==> src/rtl/buslock_pkg.sv <==
// Shared encodings for the bus-lock controller.
// Assumes a 3-bit request type and a 2-bit verdict field at the ports.
package buslock_pkg;
    typedef enum logic [2:0] {
        RQ_MEM_RD  = 3'd0,
        RQ_MEM_WR  = 3'd1,
        RQ_IO_RD   = 3'd2,
        RQ_IO_WR   = 3'd3,
        RQ_SPECIAL = 3'd4
    } req_kind_e;

    typedef enum logic [1:0] {
        DC_FWD    = 2'd0,
        DC_RETRY  = 2'd1,
        DC_MABORT = 2'd2,
        DC_HOLD   = 2'd3
    } verdict_e;
endpackage

==> src/rtl/lock_tracker.sv <==
// Holds the lock state: armed (waiting for target-ready), held, and owner.
// Assumes arm and release requests are never presented together; the top
// stalls upstream traffic while a lock is armed.
module lock_tracker #(
    parameter int NSEG  = 2,
    parameter int SEG_W = (NSEG > 1) ? $clog2(NSEG) : 1
) (
    input  logic             clk,
    input  logic             rst_n,
    input  logic             arm_req,
    input  logic [SEG_W-1:0] arm_seg,
    input  logic             release_req,
    input  logic [NSEG-1:0]  seg_trdy,
    output logic             held,
    output logic             armed,
    output logic [SEG_W-1:0] owner
);
    logic [SEG_W-1:0] arm_seg_q;

    // Advance the lock state on arm, completion and release events.
    always_ff @(posedge clk) begin
        if (!rst_n) begin
            held      <= 1'b0;
            armed     <= 1'b0;
            owner     <= '0;
            arm_seg_q <= '0;
        end else begin
            if (release_req) begin
                held <= 1'b0;
            end
            if (arm_req) begin
                armed     <= 1'b1;
                arm_seg_q <= arm_seg;
            end else if (armed && seg_trdy[arm_seg_q]) begin
                armed <= 1'b0;
                held  <= 1'b1;
                owner <= arm_seg_q;
            end
        end
    end
endmodule

==> src/rtl/up_decider.sv <==
// Combinational classification of one upstream request against the lock state.
// Produces the verdict, the lock-pin level, and arm/release strobes.
// Assumes the caller qualifies the strobes with the accept handshake.
module up_decider
    import buslock_pkg::*;
#(
    parameter int             BE_W        = 4,
    parameter int             SPC_W       = 8,
    parameter int             SEG_W       = 1,
    parameter logic [SPC_W-1:0] UNLOCK_CODE = 8'h01
) (
    input  logic [2:0]       kind,
    input  logic             lock_bit,
    input  logic [BE_W-1:0]  be,
    input  logic [SEG_W-1:0] seg,
    input  logic [SPC_W-1:0] spc,
    input  logic             held,
    input  logic [SEG_W-1:0] owner,
    output logic [1:0]       verdict,
    output logic             pin,
    output logic             arm,
    output logic             unlock
);
    logic is_mem;
    logic lock_rd;

    // Classify the request and derive the lock-pin drive.
    always_comb begin
        is_mem  = (kind == RQ_MEM_RD) || (kind == RQ_MEM_WR);
        lock_rd = (kind == RQ_MEM_RD) && lock_bit && (|be);
        arm     = lock_rd && !held;
        unlock  = (kind == RQ_SPECIAL) && (spc == UNLOCK_CODE);
        pin     = is_mem && (arm || (held && ((seg == owner) || lock_rd)));
        verdict = DC_FWD;
    end
endmodule

==> src/rtl/in_decider.sv <==
// Combinational verdict for an inbound request from one downstream segment.
// SEG_IDX is the segment this instance serves.
module in_decider
    import buslock_pkg::*;
#(
    parameter int SEG_W   = 1,
    parameter int SEG_IDX = 0
) (
    input  logic [2:0]       kind,
    input  logic             win_hit,
    input  logic             held,
    input  logic [SEG_W-1:0] owner,
    output logic [1:0]       verdict
);
    localparam logic [SEG_W-1:0] MY_SEG = SEG_W'(SEG_IDX);

    // Apply I/O abort first, then the lock rules, then forward.
    always_comb begin
        if (kind == RQ_IO_RD || kind == RQ_IO_WR) begin
            verdict = DC_MABORT;
        end else if (held && owner != MY_SEG) begin
            verdict = DC_HOLD;
        end else if (held && !win_hit &&
                     (kind == RQ_MEM_RD || kind == RQ_MEM_WR)) begin
            verdict = DC_RETRY;
        end else begin
            verdict = DC_FWD;
        end
    end
endmodule

==> src/rtl/bus_lock_ctrl.sv <==
// Top of the bus-lock controller. It accepts upstream, per-segment inbound
// and interrupt-controller requests and registers a verdict for each one.
// Assumes inbound and interrupt ports are always ready. The upstream port
// stalls only while a lock is armed.
module bus_lock_ctrl
    import buslock_pkg::*;
#(
    parameter int               NSEG        = 2,
    parameter int               BE_W        = 4,
    parameter int               SPC_W       = 8,
    parameter logic [SPC_W-1:0] UNLOCK_CODE = 8'h01,
    localparam int              SEG_W       = (NSEG > 1) ? $clog2(NSEG) : 1
) (
    input  logic              clk,
    input  logic              rst_n,
    input  logic              up_valid,
    output logic              up_ready,
    input  logic [2:0]        up_type,
    input  logic              up_lock,
    input  logic [BE_W-1:0]   up_be,
    input  logic [SEG_W-1:0]  up_seg,
    input  logic [SPC_W-1:0]  up_spc,
    input  logic [NSEG-1:0]   seg_trdy,
    output logic              up_dec_valid,
    output logic [1:0]        up_dec,
    output logic              up_lock_pin,
    input  logic [NSEG-1:0]   dn_valid,
    output logic [NSEG-1:0]   dn_ready,
    input  logic [3*NSEG-1:0] dn_type,
    input  logic [NSEG-1:0]   dn_win_hit,
    output logic [NSEG-1:0]   dn_dec_valid,
    output logic [2*NSEG-1:0] dn_dec,
    input  logic              irq_valid,
    output logic              irq_ready,
    output logic              irq_dec_valid,
    output logic [1:0]        irq_dec
);
    logic             lock_held;
    logic             lock_armed;
    logic [SEG_W-1:0] lock_owner;
    logic             up_accept;
    logic [1:0]       up_verdict;
    logic             up_pin;
    logic             up_arm;
    logic             up_unlock;

    assign up_ready  = !lock_armed;
    assign up_accept = up_valid && up_ready;
    assign irq_ready = 1'b1;

    lock_tracker #(.NSEG(NSEG), .SEG_W(SEG_W)) u_track (
        .clk         (clk),
        .rst_n       (rst_n),
        .arm_req     (up_accept && up_arm),
        .arm_seg     (up_seg),
        .release_req (up_accept && up_unlock),
        .seg_trdy    (seg_trdy),
        .held        (lock_held),
        .armed       (lock_armed),
        .owner       (lock_owner)
    );

    up_decider #(
        .BE_W(BE_W), .SPC_W(SPC_W), .SEG_W(SEG_W), .UNLOCK_CODE(UNLOCK_CODE)
    ) u_up (
        .kind     (up_type),
        .lock_bit (up_lock),
        .be       (up_be),
        .seg      (up_seg),
        .spc      (up_spc),
        .held     (lock_held),
        .owner    (lock_owner),
        .verdict  (up_verdict),
        .pin      (up_pin),
        .arm      (up_arm),
        .unlock   (up_unlock)
    );

    // Register the upstream verdict and lock-pin level.
    always_ff @(posedge clk) begin
        if (!rst_n) begin
            up_dec_valid <= 1'b0;
            up_dec       <= DC_FWD;
            up_lock_pin  <= 1'b0;
        end else begin
            up_dec_valid <= up_accept;
            if (up_accept) begin
                up_dec      <= up_verdict;
                up_lock_pin <= up_pin;
            end
        end
    end

    for (genvar s = 0; s < NSEG; s++) begin : g_seg
        logic [1:0] seg_verdict;

        assign dn_ready[s] = 1'b1;

        in_decider #(.SEG_W(SEG_W), .SEG_IDX(s)) u_in (
            .kind    (dn_type[3*s +: 3]),
            .win_hit (dn_win_hit[s]),
            .held    (lock_held),
            .owner   (lock_owner),
            .verdict (seg_verdict)
        );

        // Register this segment's inbound verdict.
        always_ff @(posedge clk) begin
            if (!rst_n) begin
                dn_dec_valid[s]  <= 1'b0;
                dn_dec[2*s +: 2] <= DC_FWD;
            end else begin
                dn_dec_valid[s] <= dn_valid[s];
                if (dn_valid[s]) begin
                    dn_dec[2*s +: 2] <= seg_verdict;
                end
            end
        end
    end

    // Register the interrupt-controller verdict: held back while locked.
    always_ff @(posedge clk) begin
        if (!rst_n) begin
            irq_dec_valid <= 1'b0;
            irq_dec       <= DC_FWD;
        end else begin
            irq_dec_valid <= irq_valid;
            if (irq_valid) begin
                irq_dec <= lock_held ? DC_HOLD : DC_FWD;
            end
        end
    end
endmodule

==> config.mk <==
export PLATFORM = sky130hd
export DESIGN_NAME = bus_lock_ctrl
export DESIGN_NICKNAME = d
export VERILOG_FILES = /design/src/rtl/buslock_pkg.sv /design/src/rtl/lock_tracker.sv /design/src/rtl/up_decider.sv /design/src/rtl/in_decider.sv /design/src/rtl/bus_lock_ctrl.sv
export SDC_FILE = /design/constraint.sdc
export NUM_CORES = 1
export LEC_CHECK = 0
export BUFFER_PORTS_ARGS = -buffer_cell sky130_fd_sc_hd__buf_2
export CAP_MARGIN = 20
export CORE_AREA = 2 2 45 47
export DETAILED_ROUTE_END_ITERATION = 7
export DIE_AREA = 0 0 47 49
export GPL_ROUTABILITY_DRIVEN = 0
export GPL_TIMING_DRIVEN = 0
export PLACE_DENSITY = 0.72
export REMOVE_ABC_BUFFERS = 1
export SYNTH_ARGS = -nofsm -noshare
export SYNTH_HDL_FRONTEND = slang
export SYNTH_SLANG_ARGS = --single-unit
export TNS_END_PERCENT = 50
==> constraint.sdc <==
create_clock -name clk -period 1.3 [get_ports clk]
set_input_delay 0 -clock clk [delete_from_list [all_inputs] [get_ports clk]]
set_output_delay 0 -clock clk [all_outputs]
set_load 0.02 [all_outputs]
== After elaboration in Yosys (flattened, before gate mapping) ==
Cells that the tools add are included.

* Output and inout bits: 17
* Bits in registers: 15
* Word-level logic and storage cells: 72
* Bits of input ports: 33

* Mux-type cells: 14
* Bitwise logic cells: 2
* Equal/unequal tests: 10
* Order comparisons: 1
* Reduce and logical (&&, ||, !) cells: 33

{| class="wikitable"
|+ Operators with widths
! cell !! count
|-
| $logic_and 1x1->1 || 16
|-
| $eq 3x2->1 const B || 4
|-
| $mux 2 || 5
|-
| $eq 3x1->1 const B || 3
|-
| $logic_not 3->1 || 3
|-
| $mux 1 || 9
|-
| $eq 8x1->1 const B || 1
|-
| $logic_or 1x1->1 || 7
|-
| $logic_not 1->1 || 4
|-
| $reduce_or 4->1 || 1
|-
| $eq 3x3->1 const B || 1
|-
| $lt 1x2->1 const B || 1
|-
| $not 1->1 || 2
|-
| $reduce_and 2->1 || 1
|-
| $reduce_bool 2->1 || 1
|-
| $eq 1x1->1 || 1
|}

== Longest topological paths before layout ==
* Word-level depth: 7
* Depth in mapped cells: 3
* Gate-level depth less buffers: 3

== By module ==
From an unflattened synthesis, not the netlist that was laid out.

* Cells, all modules: 87
* Area, all modules: 795.8 sq um

{| class="wikitable"
|+ Modules (own cells, without submodules)
! module !! times used !! cells each !! sequential area each (sq um) !! area each (sq um)
|-
| bus_lock_ctrl || 1 || 46 || 240.2 || 471.7
|-
| lock_tracker || 1 || 17 || 80.1 || 175.2
|-
| up_decider || 1 || 14 || 0.0 || 87.6
|-
| in_decider at g_seg[1].u_in || 1 || 5 || 0.0 || 33.8
|-
| in_decider at g_seg[0].u_in || 1 || 5 || 0.0 || 27.5
|}

== Worst setup path after synthesis ==
No wires, ideal clock.

* Path kind: register to register
* Start point: register u_track.held
* End point: register u_track.held
* Data arrival time: 871 ps
* Period minus slack after synthesis: 987 ps
* Path slack: 313 ps
* Stages on the path, launching flop included: 4
* Path buffers: 0
* Data required time: 1184 ps
* Library setup time: 116 ps
* Cell sequence: dfxtp_1 -> nor3b_1 -> nand3_1 -> o211a_1

* Cells in the longest elaborated chain, start to end: 4
* Elaborated cells on any way between the ends: 6
* Classes of those cells: 3 x mux; 3 x reduce/logical

{| class="wikitable"
|+ RTL lines
! element !! line !! source
|-
| start: declaration || lock_tracker.sv:14 || <nowiki>output logic held,</nowiki>
|-
| start signal: assignment || lock_tracker.sv:23 || <nowiki>held <= 1'b0;</nowiki>
|-
| start signal: assignment || lock_tracker.sv:29 || <nowiki>held <= 1'b0;</nowiki>
|-
| start signal: assignment || lock_tracker.sv:36 || <nowiki>held <= 1'b1;</nowiki>
|-
| $logic_not 1->1 || up_decider.sv:31 || <nowiki>arm = lock_rd && !held;</nowiki>
|-
| $logic_and 1x1->1 || up_decider.sv:31 ||
|-
| $logic_and 1x1->1 || bus_lock_ctrl.sv:54 || <nowiki>.arm_req (up_accept && up_arm),</nowiki>
|-
| $mux 1 (*) || lock_tracker.sv:31 || <nowiki>if (arm_req) begin</nowiki>
|}

Every way passes the cells marked *; elsewhere a longest branch is shown, timed or not.
A chain may end at the register's enable or synchronous reset.

== Final worst setup path ==
Same ends and word-level chain as after synthesis.

==> results.md <==
| Parameter | Value |
|:---|:---|
| Status | complete, no violations |
| Final core area utilization | 51.2% |
| TritonCTS clock tree | built |
| Global-route wire length before repair | 2.59 mm |
| Final Cell Area | 942 µm² |
| Post-route worst hold slack | 15.9 ps |
| Slowest cell on the critical path | sky130_fd_sc_hd__dfxtp_1 |
| Number of DRC violations after detailed routing | 0 |
| Layout area overhead | 41.5% |
| Max IR drop VDD | 0.385 mV |
| TritonRoute pass-1 iters | 2 |
| Residual overflow from global routing | 0 |
| Worst path cell trace | nor3b_1 > nand3_1 > o211a_1 |
| Vias in the first global route | 664 |
| Crit path kind | reg -> reg |
| Finish-stage setup viols | 0 |
| Cell area after technology mapping | 666 µm² |
| Via count | 685 |
| Leakage power of the design | 0.432 nW |
| Routed wire length | 1.51 mm |
| Number of rows created at floorplan | 16 |
| Initial Util | 36.1% |
| Endpoint required time on the critical path | 1480 ps |
| Final TNS setup | 0 ps |
| Final number of hold-violating endpoints | 0 |
| CTS root buffer | sky130_fd_sc_hd__clkbuf_4 |
| Longest individual stage delay on the worst path | 400 ps |
| MaxCap Viol Count | 0 |
| Starting DRC count in detailed routing | 2 |
| CTS max path bufs | 2 |
| Yosys warnings | 0 |
| Number of instances resized during post-cts repair | 0 |
| Primary flip-flop cell chosen by synthesis mapping | sky130_fd_sc_hd__dfxtp_1 |
| Gate count after technology mapping | 74 |
| Async set or reset register ratio after synthesis | 0% |
| Sort of element at the end of the critical path | flop |
| Clock network latency to the later pin of the worst-skew pair | 270 ps |
| Critical path arrival | 1300 ps |
| Top library cells by usage in the layout, fill and taps aside | sky130_fd_sc_hd__buf_2 (42), sky130_fd_sc_hd__dfxtp_1 (14), sky130_fd_sc_hd__a21oi_1 (7), sky130_fd_sc_hd__conb_1 (5) |
| Die Span X | 47 µm |
| Final-report max-slew violation count | 0 |
| Height of the chip | 49 µm |
| Pin count of the biggest net entering global routing | 10 |
| Half-perimeter wire length after detailed placement | 1.20 mm |
| Sort of element at the start of the critical path | flop |
| Number of enable-type register cells in the synthesized netlist | 0 |
| Post-place instance area | 876 µm² |
| Port buffer count | 42 |
| Power per cell area | 956 nW/µm² |
| Sequential fraction of the synthesis area | 42.1% |
| Setup repair after global routing missed its margin | no |
| Classification of the worst-slack hold path | in -> reg |
| Mean cell area of the mapped netlist | 9.00 µm² |
| Final Cycle Share | 86.6% |
| Number of sinks handled by clock tree synthesis | 14 |
| H-tree lvl count | 1 |
| Total core area | 1840 µm² |
| Worst-path maximum fanout | 8 |
| Inserted Clock Buffers | 3 |
| Clock edge transition at the registers on the reported setup and hold paths | 90 ps |
| Number of antenna violations at the first check in global routing | 0 |
| Io pins | 50 |
| Slack of the worst reg-to-reg path | 170 ps |
| Number of antenna diodes | 0 |
| Time the worst path needs with I/O delays and setup | 1130 ps |
| Average wire length per cell after detail routing | 10.2 µm |
| Highest clock rate | 0.888 GHz |
| Die Footprint | 2300 µm² |
| Fin Clk Skew | 2.07 ps |
| Post-layout nets | 154 |
| Most common cell after layout, fill and taps aside | sky130_fd_sc_hd__buf_2 |
| Total GRT Usage | 15.3% |
| Via density per instance | 4.66 |
| Layout cell share with drive strength beyond 1 | 40.8% |
| Number of synthesized register bits | 14 |
| Post-synthesis cell type count | 30 |
| DRT antenna net count | 0 |
report_power, final:
group          internal, W  switching, W  total (W)  leakage [nW]
sequential        0.000442    0.00000575   0.000448         0.115
clock             0.000170      0.000139   0.000309        0.0210
combinational    0.0000677     0.0000760   0.000144         0.297
total             0.000680      0.000221   0.000901         0.432
final cells by class:
cell class | count | area (µm²)
multi-input combinational | 53 | 337
fill | 190 | 900
inverter | 4 | 15.0
clock buffer | 4 | 36.3
tap | 27 | 33.8
sequential | 14 | 280
timing repair buffer | 45 | 240
path summary, 6_finish.rpt:
check / startpoint / endpoint / cells past startpoint
max: u_track.held / u_track.held / 3
min: up_seg / u_track.arm_seg_q / 3
max reg2reg: u_track.held / u_track.held / 3
min reg2reg: dn_dec[0] / dn_dec[0] / 2
routing by layer:
metal	up-vias	wire (µm)	track usage [%]
li1	345	-	-
met1	310	607	16.2
met2	28	771	26.5
met3	2	114	4.07
met4	0	11	6.94
met5	-	0	0
registers in the layout, summed over array words and instances, names as in the netlist:
name and cells:
up_dec_valid 1, u_track.owner 1, dn_dec_valid 2, u_track.held 1
dn_dec 4, u_track.armed 1, up_lock_pin 1, u_track.arm_seg_q 1
irq_dec 1, irq_dec_valid 1
cells in the mapped netlist, drive strengths merged (2+ instances only):
| master | instances | area [µm²] |
|---|---|---|
| o21ai | 4 | 20.0 |
| mux2i | 2 | 20.0 |
| conb | 2 | 7.51 |
| nand2b | 4 | 25.0 |
| nor2 | 4 | 15.0 |
| and2 | 4 | 25.0 |
| nor2b | 2 | 12.5 |
| dfxtp | 14 | 280 |
| inv | 4 | 15.0 |
| nand2 | 2 | 7.51 |
| nand4 | 2 | 12.5 |
| a21oi | 8 | 43.8 |
| buf | 6 | 45.0 |
logic make-up after synthesis:
logic type | after synthesis | synth area share [%]
AOI/OAI and AO/OA | 19 | 18.4
muxes | 2 | 3.01
buffers and inverters | 10 | 9.02
DFF | 14 | 42.1
other | 2 | 1.13
and+or+nand+nor | 26 | 25.0
xor gates and xnor gates | 1 | 1.32
worst max-delay path: cells and delay by family, from the launching register on:
family	cells	cell delay, ps
compound gates	1	140
flops	1	400
simple gates	2	490
stage by stage:
| stage | total power [W] | worst slack, ps | std cells |
|---|---|---|---|
| 2_1_floorplan | 0.000523 | 313 | 71 |
| 3_3_place_gp | 0.000592 | 214 | 140 |
| 3_5_place_dp | 0.000595 | 202 | 140 |
| 4_1_cts | 0.000909 | 181 | 147 |
| 5_1_grt | 0.000950 | 68.5 | 147 |
| 6_report | 0.000901 | 174 | 147 |
what timing repair did:
item                       4_1_cts  5_1_grt
hold buffers                     3        0
buffers inserted                 0        0
hold endpoints to repair         7        0
setup endpoints to repair        0        0
(Power assumes the default switching activity.)
